===== src/rtl/quad_pkg.sv =====
// Shared width defaults and the width rule for the quadratic evaluator.
// Assumes signed operands throughout.
package quad_pkg;
    localparam int QSE_XW = 16;
    localparam int QSE_CW = 16;

    // Result width that holds a*x^2 + b*x + c with no overflow.
    function automatic int qse_out_w(input int xw, input int cw);
        return cw + 2 * xw + 1;
    endfunction
endpackage


===== src/rtl/qse_square_stage.sv =====
// Stage 1: registers x*x and b*x.
// Assumes coef_b is stable while the sample is in flight.
module qse_square_stage #(
    parameter int XW = 16,
    parameter int CW = 16
) (
    input  logic                     clk,
    input  logic                     rst_n,
    input  logic                     in_valid,
    input  logic signed [XW-1:0]     in_x,
    input  logic signed [CW-1:0]     coef_b,
    output logic                     out_valid,
    output logic signed [2*XW-1:0]   out_sq,
    output logic signed [CW+XW-1:0]  out_bx
);
    localparam int SQW = 2 * XW;
    localparam int BXW = CW + XW;

    // Valid bit: cleared by reset, otherwise follows the input flag.
    always_ff @(posedge clk) begin
        if (!rst_n) out_valid <= 1'b0;
        else        out_valid <= in_valid;
    end

    // Data registers: sign-extended products, not reset.
    always_ff @(posedge clk) begin
        out_sq <= SQW'(in_x) * SQW'(in_x);
        out_bx <= BXW'(coef_b) * BXW'(in_x);
    end

    AST_SQUARE_NONNEG: assert property (@(posedge clk) disable iff (!rst_n)
        out_valid |-> !out_sq[SQW-1]);
endmodule


===== src/rtl/qse_scale_stage.sv =====
// Stage 2: registers a*(x*x) and b*x + c.
// Assumes coef_a and coef_c are stable while the sample is in flight.
module qse_scale_stage #(
    parameter int XW = 16,
    parameter int CW = 16
) (
    input  logic                       clk,
    input  logic                       rst_n,
    input  logic                       in_valid,
    input  logic signed [2*XW-1:0]     in_sq,
    input  logic signed [CW+XW-1:0]    in_bx,
    input  logic signed [CW-1:0]       coef_a,
    input  logic signed [CW-1:0]       coef_c,
    output logic                       out_valid,
    output logic signed [CW+2*XW-1:0]  out_ax2,
    output logic signed [CW+XW:0]      out_bxc
);
    localparam int AXW = CW + 2 * XW;
    localparam int BCW = CW + XW + 1;

    // Valid bit: cleared by reset, otherwise follows stage 1.
    always_ff @(posedge clk) begin
        if (!rst_n) out_valid <= 1'b0;
        else        out_valid <= in_valid;
    end

    // Data registers: quadratic term and linear-plus-constant term.
    always_ff @(posedge clk) begin
        out_ax2 <= AXW'(coef_a) * AXW'(in_sq);
        out_bxc <= BCW'(in_bx) + BCW'(coef_c);
    end

    AST_QUAD_SIGN: assert property (@(posedge clk) disable iff (!rst_n)
        (out_valid && !coef_a[CW-1]) |-> !out_ax2[AXW-1]);
endmodule


===== src/rtl/qse_sum_stage.sv =====
// Stage 3: registers the final sum of the two partial terms.
// Assumes the result width covers both operands plus one carry bit.
module qse_sum_stage #(
    parameter int XW = 16,
    parameter int CW = 16
) (
    input  logic                       clk,
    input  logic                       rst_n,
    input  logic                       in_valid,
    input  logic signed [CW+2*XW-1:0]  in_ax2,
    input  logic signed [CW+XW:0]      in_bxc,
    output logic                       out_valid,
    output logic signed [CW+2*XW:0]    out_y
);
    localparam int YW = quad_pkg::qse_out_w(XW, CW);

    // Valid bit: cleared by reset, otherwise follows stage 2.
    always_ff @(posedge clk) begin
        if (!rst_n) out_valid <= 1'b0;
        else        out_valid <= in_valid;
    end

    // Data register: full-width sum.
    always_ff @(posedge clk) begin
        out_y <= YW'(in_ax2) + YW'(in_bxc);
    end
endmodule


===== src/rtl/quad_stream_eval.sv =====
// Top: three-stage pipelined evaluator of a*x^2 + b*x + c.
// Takes one sample per cycle and has a fixed latency of three cycles.
// Assumes coefficients change only while no sample is in flight.
module quad_stream_eval #(
    parameter int XW = quad_pkg::QSE_XW,
    parameter int CW = quad_pkg::QSE_CW
) (
    input  logic                     clk,
    input  logic                     rst_n,
    input  logic signed [CW-1:0]     coef_a,
    input  logic signed [CW-1:0]     coef_b,
    input  logic signed [CW-1:0]     coef_c,
    input  logic                     in_valid,
    input  logic signed [XW-1:0]     in_x,
    output logic                     out_valid,
    output logic signed [CW+2*XW:0]  out_y
);
    localparam int YW = quad_pkg::qse_out_w(XW, CW);

    logic                      v1, v2;
    logic signed [2*XW-1:0]    sq1;
    logic signed [CW+XW-1:0]   bx1;
    logic signed [CW+2*XW-1:0] ax2_2;
    logic signed [CW+XW:0]     bxc2;

    qse_square_stage #(.XW(XW), .CW(CW)) u_s1 (
        .clk(clk), .rst_n(rst_n), .in_valid(in_valid), .in_x(in_x),
        .coef_b(coef_b), .out_valid(v1), .out_sq(sq1), .out_bx(bx1));

    qse_scale_stage #(.XW(XW), .CW(CW)) u_s2 (
        .clk(clk), .rst_n(rst_n), .in_valid(v1), .in_sq(sq1), .in_bx(bx1),
        .coef_a(coef_a), .coef_c(coef_c), .out_valid(v2),
        .out_ax2(ax2_2), .out_bxc(bxc2));

    qse_sum_stage #(.XW(XW), .CW(CW)) u_s3 (
        .clk(clk), .rst_n(rst_n), .in_valid(v2), .in_ax2(ax2_2),
        .in_bxc(bxc2), .out_valid(out_valid), .out_y(out_y));

    // Checking aid: counts edges since reset, saturating at three.
    logic [1:0] warm;
    always_ff @(posedge clk) begin
        if (!rst_n)            warm <= 2'd0;
        else if (warm != 2'd3) warm <= warm + 2'd1;
    end

    // Checking aid: direct evaluation of the polynomial at full width.
    function automatic logic signed [YW-1:0] ref_y(
        input logic signed [XW-1:0] x, input logic signed [CW-1:0] a,
        input logic signed [CW-1:0] b, input logic signed [CW-1:0] c);
        return YW'(a) * YW'(x) * YW'(x) + YW'(b) * YW'(x) + YW'(c);
    endfunction

    AST_LATENCY: assert property (@(posedge clk) disable iff (!rst_n)
        (warm == 2'd3) |-> (out_valid == $past(in_valid, 3)));
    AST_RESULT: assert property (@(posedge clk) disable iff (!rst_n)
        (warm == 2'd3 && out_valid) |->
            (out_y == ref_y($past(in_x, 3), coef_a, coef_b, coef_c)));
    AST_RESET_FLUSH: assert property (@(posedge clk)
        !rst_n |=> !out_valid);
endmodule


===== config.mk =====
export PLATFORM = sky130hd
export DESIGN_NAME = quad_stream_eval
export DESIGN_NICKNAME = d
export VERILOG_FILES = /design/src/rtl/quad_pkg.sv /design/src/rtl/qse_square_stage.sv /design/src/rtl/qse_scale_stage.sv /design/src/rtl/qse_sum_stage.sv /design/src/rtl/quad_stream_eval.sv
export SDC_FILE = /design/constraint.sdc
export NUM_CORES = 2
export LEC_CHECK = 0
export CAP_MARGIN = 40
export CORE_ASPECT_RATIO = 0.9
export CORE_MARGIN = 2
export CORE_UTILIZATION = 53
export DETAILED_ROUTE_END_ITERATION = 16
export GPL_ROUTABILITY_DRIVEN = 0
export MAX_ROUTING_LAYER = met4
export PLACE_DENSITY = 0.73
export SLEW_MARGIN = 5
export SYNTH_ARGS = -nofsm -noshare
export SYNTH_HDL_FRONTEND = slang
export SYNTH_HIERARCHICAL = 1
export SYNTH_SLANG_ARGS = --single-unit

===== constraint.sdc =====
create_clock -name clk -period 6.81 [get_ports clk]
set_input_delay 1.0215 -clock clk [delete_from_list [all_inputs] [get_ports clk]]
set_output_delay 1.0215 -clock clk [all_outputs]
set_load 0.01 [all_outputs]

; After elaboration in Yosys (flattened, before gate mapping)
; Index checks and enable logic that the tools add are counted.
[word_totals]
reg_bits = 197
input_bits = 67
output_inout_bits = 50
word_cells = 13
[op_classes]
add_sub_neg = 2
n_mul = 3
[op_table]
columns = op, count
row1 = $mul 16x16->32, 2
row2 = $add 48x33->49, 1
row3 = $mul 16x32->48, 1
row4 = $add 32x16->33, 1

; Depth between registers and ports, before layout
[depth]
word_depth = 1
mapped_depth = 24
depth_no_buf = 23

; By module
; The synthesis kept the hierarchy.
[by_module_without_submodules]
columns = mod, n_inst, cells_each, area_each_um2, seq_area_each_um2
row1 = qse_scale_stage, 1, 2399, 21414.3, 1641.6
row2 = qse_square_stage, 1, 2155, 20181.9, 1281.2
row3 = qse_sum_stage, 1, 490, 4030.1, 1001.0

; Worst setup path after synthesis
; OpenSTA, ideal clock, no wires.
[synth_path]
path_type = input -> register
from = input in_x[1]
to = register u_s1.out_bx[30]
setup_ns = 0.131
arrival_ns = 7.077
required_ns = 6.679
slack_ns = -0.398
path_stages = 22
n_path_buf = 2
cell_sequence = clkbuf_1 clkbuf_1 nand2_1 inv_1 fa_1 fa_1 inv_1 fa_1 fa_1 inv_1 fa_1 inv_1 fa_1 inv_1 ha_1 and3_2 and3_2 or4b_1 a2bb2oi_2 a311oi_2 or4b_1 nand3_1
[synth_between]
elab_chain_len = 1
[synth_lines]
columns = item, line
row1 = "start, declared", quad_stream_eval.sv:14  ; input logic signed [XW-1:0] in_x,
row2 = $mul 16x16->32, qse_square_stage.sv:28  ; out_bx <= BXW'(coef_b) * BXW'(in_x);
row3 = "end signal, assigned", qse_square_stage.sv:28
row4 = "end, declared", qse_square_stage.sv:14  ; output logic signed [CW+XW-1:0] out_bx
; No other way between the ends.
; A chain may end at the register's enable or synchronous reset.

; Final worst setup path
[layout_path]
from = input coef_a[15]
to = register u_s2.out_ax2[47]
[layout_between]
elab_chain_len = 1
[layout_lines]
columns = item, line
row1 = "start, declared", quad_stream_eval.sv:10  ; input logic signed [CW-1:0] coef_a,
row2 = $mul 16x32->48, qse_scale_stage.sv:29  ; out_ax2 <= AXW'(coef_a) * AXW'(in_sq);
row3 = "end signal, assigned", qse_scale_stage.sv:29
row4 = "end, declared", qse_scale_stage.sv:15  ; output logic signed [CW+2*XW-1:0] out_ax2,
; No other way between the ends.

==> run summary <==
outcome = finished, final reports clean
vias in the first global route = 36.6k
Final Hold Violating Endpoints = 0
sequential area share after synthesis = 8.60%
first-pass GRT wire length = 185000 um
nets@finish = 6943
vias per std cell = 5.23
number of DRC markers in iteration 0 = 2376
CTS clk-pin slew, worst paths = 80 ps
depth of the worst register-to-register path = 21
largest net degree at the start of global routing = 32
synthesized area per cell = 9.05 sq um
I/O pin count = 117
clock root cell = clkbuf_16
remaining antenna violation count = 0
startpoint class of the critical path = input pin
total clock sinks = 196
GRT overflow = 0
drt wl/cell = 16.9 um
CP endpoint kind = flop
Yosys reg bits = 196
Tcrit/Tclk final = 97.4%
Final Setup Violations = 0
Top FF cell, synth = dfxtp_1
Worst Path Arrival = 7050 ps
Crit path largest cell delay = 610 ps
syn_nets = 6464
Die Y = 282 um
worst path required time = 7220 ps
Post-synth ARST share = 0%
crit-path cells = clkdlybuf4s50_1 -> inv_2 -> buf_12 -> nor2_1 -> fa_1 -> fa_1 -> fa_1 -> fa_2 -> fa_1 -> inv_1 -> fa_1 -> inv_1 -> ha_1 -> and3_4 -> and4_4 -> and4_1 -> nand4_1 -> o211a_1 -> o211a_1 -> a21oi_2 -> xnor2_1
drc violations = 0
H-Tree Depth = 4
Clock Latency Late Sink = 490 ps
min-delay worst type = flop to flop
Pre-antenna DRT Iters = 6
fmax = 151 MHz
RSZ-0062 raised after global routing = yes
kind of critical path = input pin to flop
Setup Total Neg Slack = 0 ps
Cells on Worst Hold Path = 1
aggregate global-route resource usage = 26.8%
final WL = 113000 um
Mapped Cells = 5044
hold-fix buffers at CTS = 0
Bufs on Longest Clock Path = 2
total number of vias = 34.9k
Slew Limit Headroom = 45.2%
Rows = 102
Post-synth EDFFs = 0
utilization after layout = 61.8%
Worst Skew = 13.5 ps
Ys Warns = 6
Critical Path Fanout Max = 13
Yosys cell types = 98
Tmin final = 6630 ps
Die Span X = 313 um
Num CTS Buffers = 17
Hold Worst Slack = 435 ps
TritonCTS clock tree = done
CP dominant cell by count = fa_1
IO Port Bufs = 116
die area = 0.0885 sq mm
initial core utilization = 53.3%
area of the core = 0.0856 sq mm
max-slew violations = 0
synthesized area = 0.0456 sq mm
post-detail-place hpwl = 96900 um
critical path's slowest cell = fa_1
max_cap viols = 0
Slew @ Worst Pin = 821 ps
layout cells sized above 1 = 12.1%
initial antenna violation count = 1
Area growth syn-to-layout = 16.0%
-- state kept, by name (all words and copies together) (netlist names) --
name,flops
u_s1/out_valid,1
u_s2/out_valid,1
u_s1/out_bx,32
u_s3/out_valid,1
u_s2/out_ax2,48
u_s2/out_bxc,33
u_s1/out_sq,31
u_s3/out_y,49
-- what timing repair did --
| action | 4_1_cts | 5_1_grt |
|---|---|---|
| buffers inserted | 0 | 9 |
| gates resized for setup | 0 | 90 |
| setup endpoints to repair | 1 | 38 |
| gates cloned | 0 | 7 |
| pin swaps | 1 | 30 |
-- worst paths after layout --
check | slack [ps] | start | to
max | 180 | coef_a[15] | u_s2/out_ax2[47]$_DFF_P_
min | 430 | u_s2/out_valid$_SDFF_PN0_ | u_s3/out_valid$_SDFF_PN0_
max reg2reg | 590 | u_s1/out_sq[5]$_DFF_P_ | u_s2/out_ax2[27]$_DFF_P_
min reg2reg | 430 | u_s2/out_valid$_SDFF_PN0_ | u_s3/out_valid$_SDFF_PN0_
-- layer usage --
metal	vias up	routed length, um	global-route usage [%]
met3	171	8560	4.24
met5	-	0	-
li1	16200	-	-
met4	0	2510	6.62
met2	1321	51500	41.6
met1	17300	50600	37.0
-- stage by stage --
stage	cell area (sq um)	setup WS, ps	std cells
2_1_floorplan	45700	-31.7	5044
3_3_place_gp	51800	-438	6632
3_5_place_dp	51800	-520	6632
4_1_cts	52400	20.4	6664
5_1_grt	52900	-71.2	6681
6_report	52900	178	6681
-- placed cells by master, fill, tap and decap left out, types with 102 or more instances in the layout --
cell             netlist  final
inv_1               1212   1210
fa_1                 983    973
nand2_1              572    570
buf_4                  1    466
and2_1               368    367
ha_1                 370    366
dfxtp_1              196    196
a21oi_1              176    170
nor2_1               163    157
xnor2_1              139    139
clkdlybuf4s50_1        0    102
-- critical path: cells and delay by family --
kind,cells,cell delay [ps]
simple gates,5,930
compound gates,3,600
buf+inv,5,860
fa+ha+maj,7,3490
xor+xnor,1,140
-- cells in the mapped netlist (all sizes together) (15+ instances only) --
master / instances / area, sq um
a211oi: 16 / 130
a21o: 86 / 646
a21oi: 182 / 948
and2: 368 / 2300
and3: 19 / 124
clkbuf: 169 / 634
dfxtp: 196 / 3920
fa: 983 / 19700
ha: 370 / 4630
inv: 1213 / 4550
nand2: 572 / 2150
nand2b: 27 / 169
nand3: 33 / 170
nand4: 25 / 156
nor2: 166 / 631
nor2b: 23 / 144
nor3: 36 / 180
o211ai: 15 / 113
o21a: 17 / 128
o21ai: 102 / 522
o21bai: 37 / 278
xnor2: 139 / 1220
xor2: 49 / 429
-- kinds of logic after synthesis --
| kind of cell | count (synthesis) | synth area share [%] |
|---|---|---|
| AOI/OAI and AO/OA | 574 | 8.61 |
| other | 1 | 0.00822 |
| xor gates and xnor gates | 188 | 3.61 |
| DFF | 196 | 8.60 |
| buffers and inverters | 1397 | 11.6 |
| and+or+nand+nor | 1329 | 14.2 |
| adders and majority gates | 1353 | 53.3 |
| muxes | 6 | 0.137 |
-- layout make-up --
cell class | instances | area [sq um]
clock buffer | 20 | 457
inverter | 1215 | 4560
timing repair buffer | 642 | 5810
clock inverter | 12 | 115
multi-input combinational | 3451 | 36600
tap | 1144 | 1430
fill | 6990 | 32700
sequential | 196 | 3920
antenna | 1 | 2.50
Power is left out: the tool's default activity adds up to more than one toggle a clock period on the data nets, which glitch-free logic cannot reach.
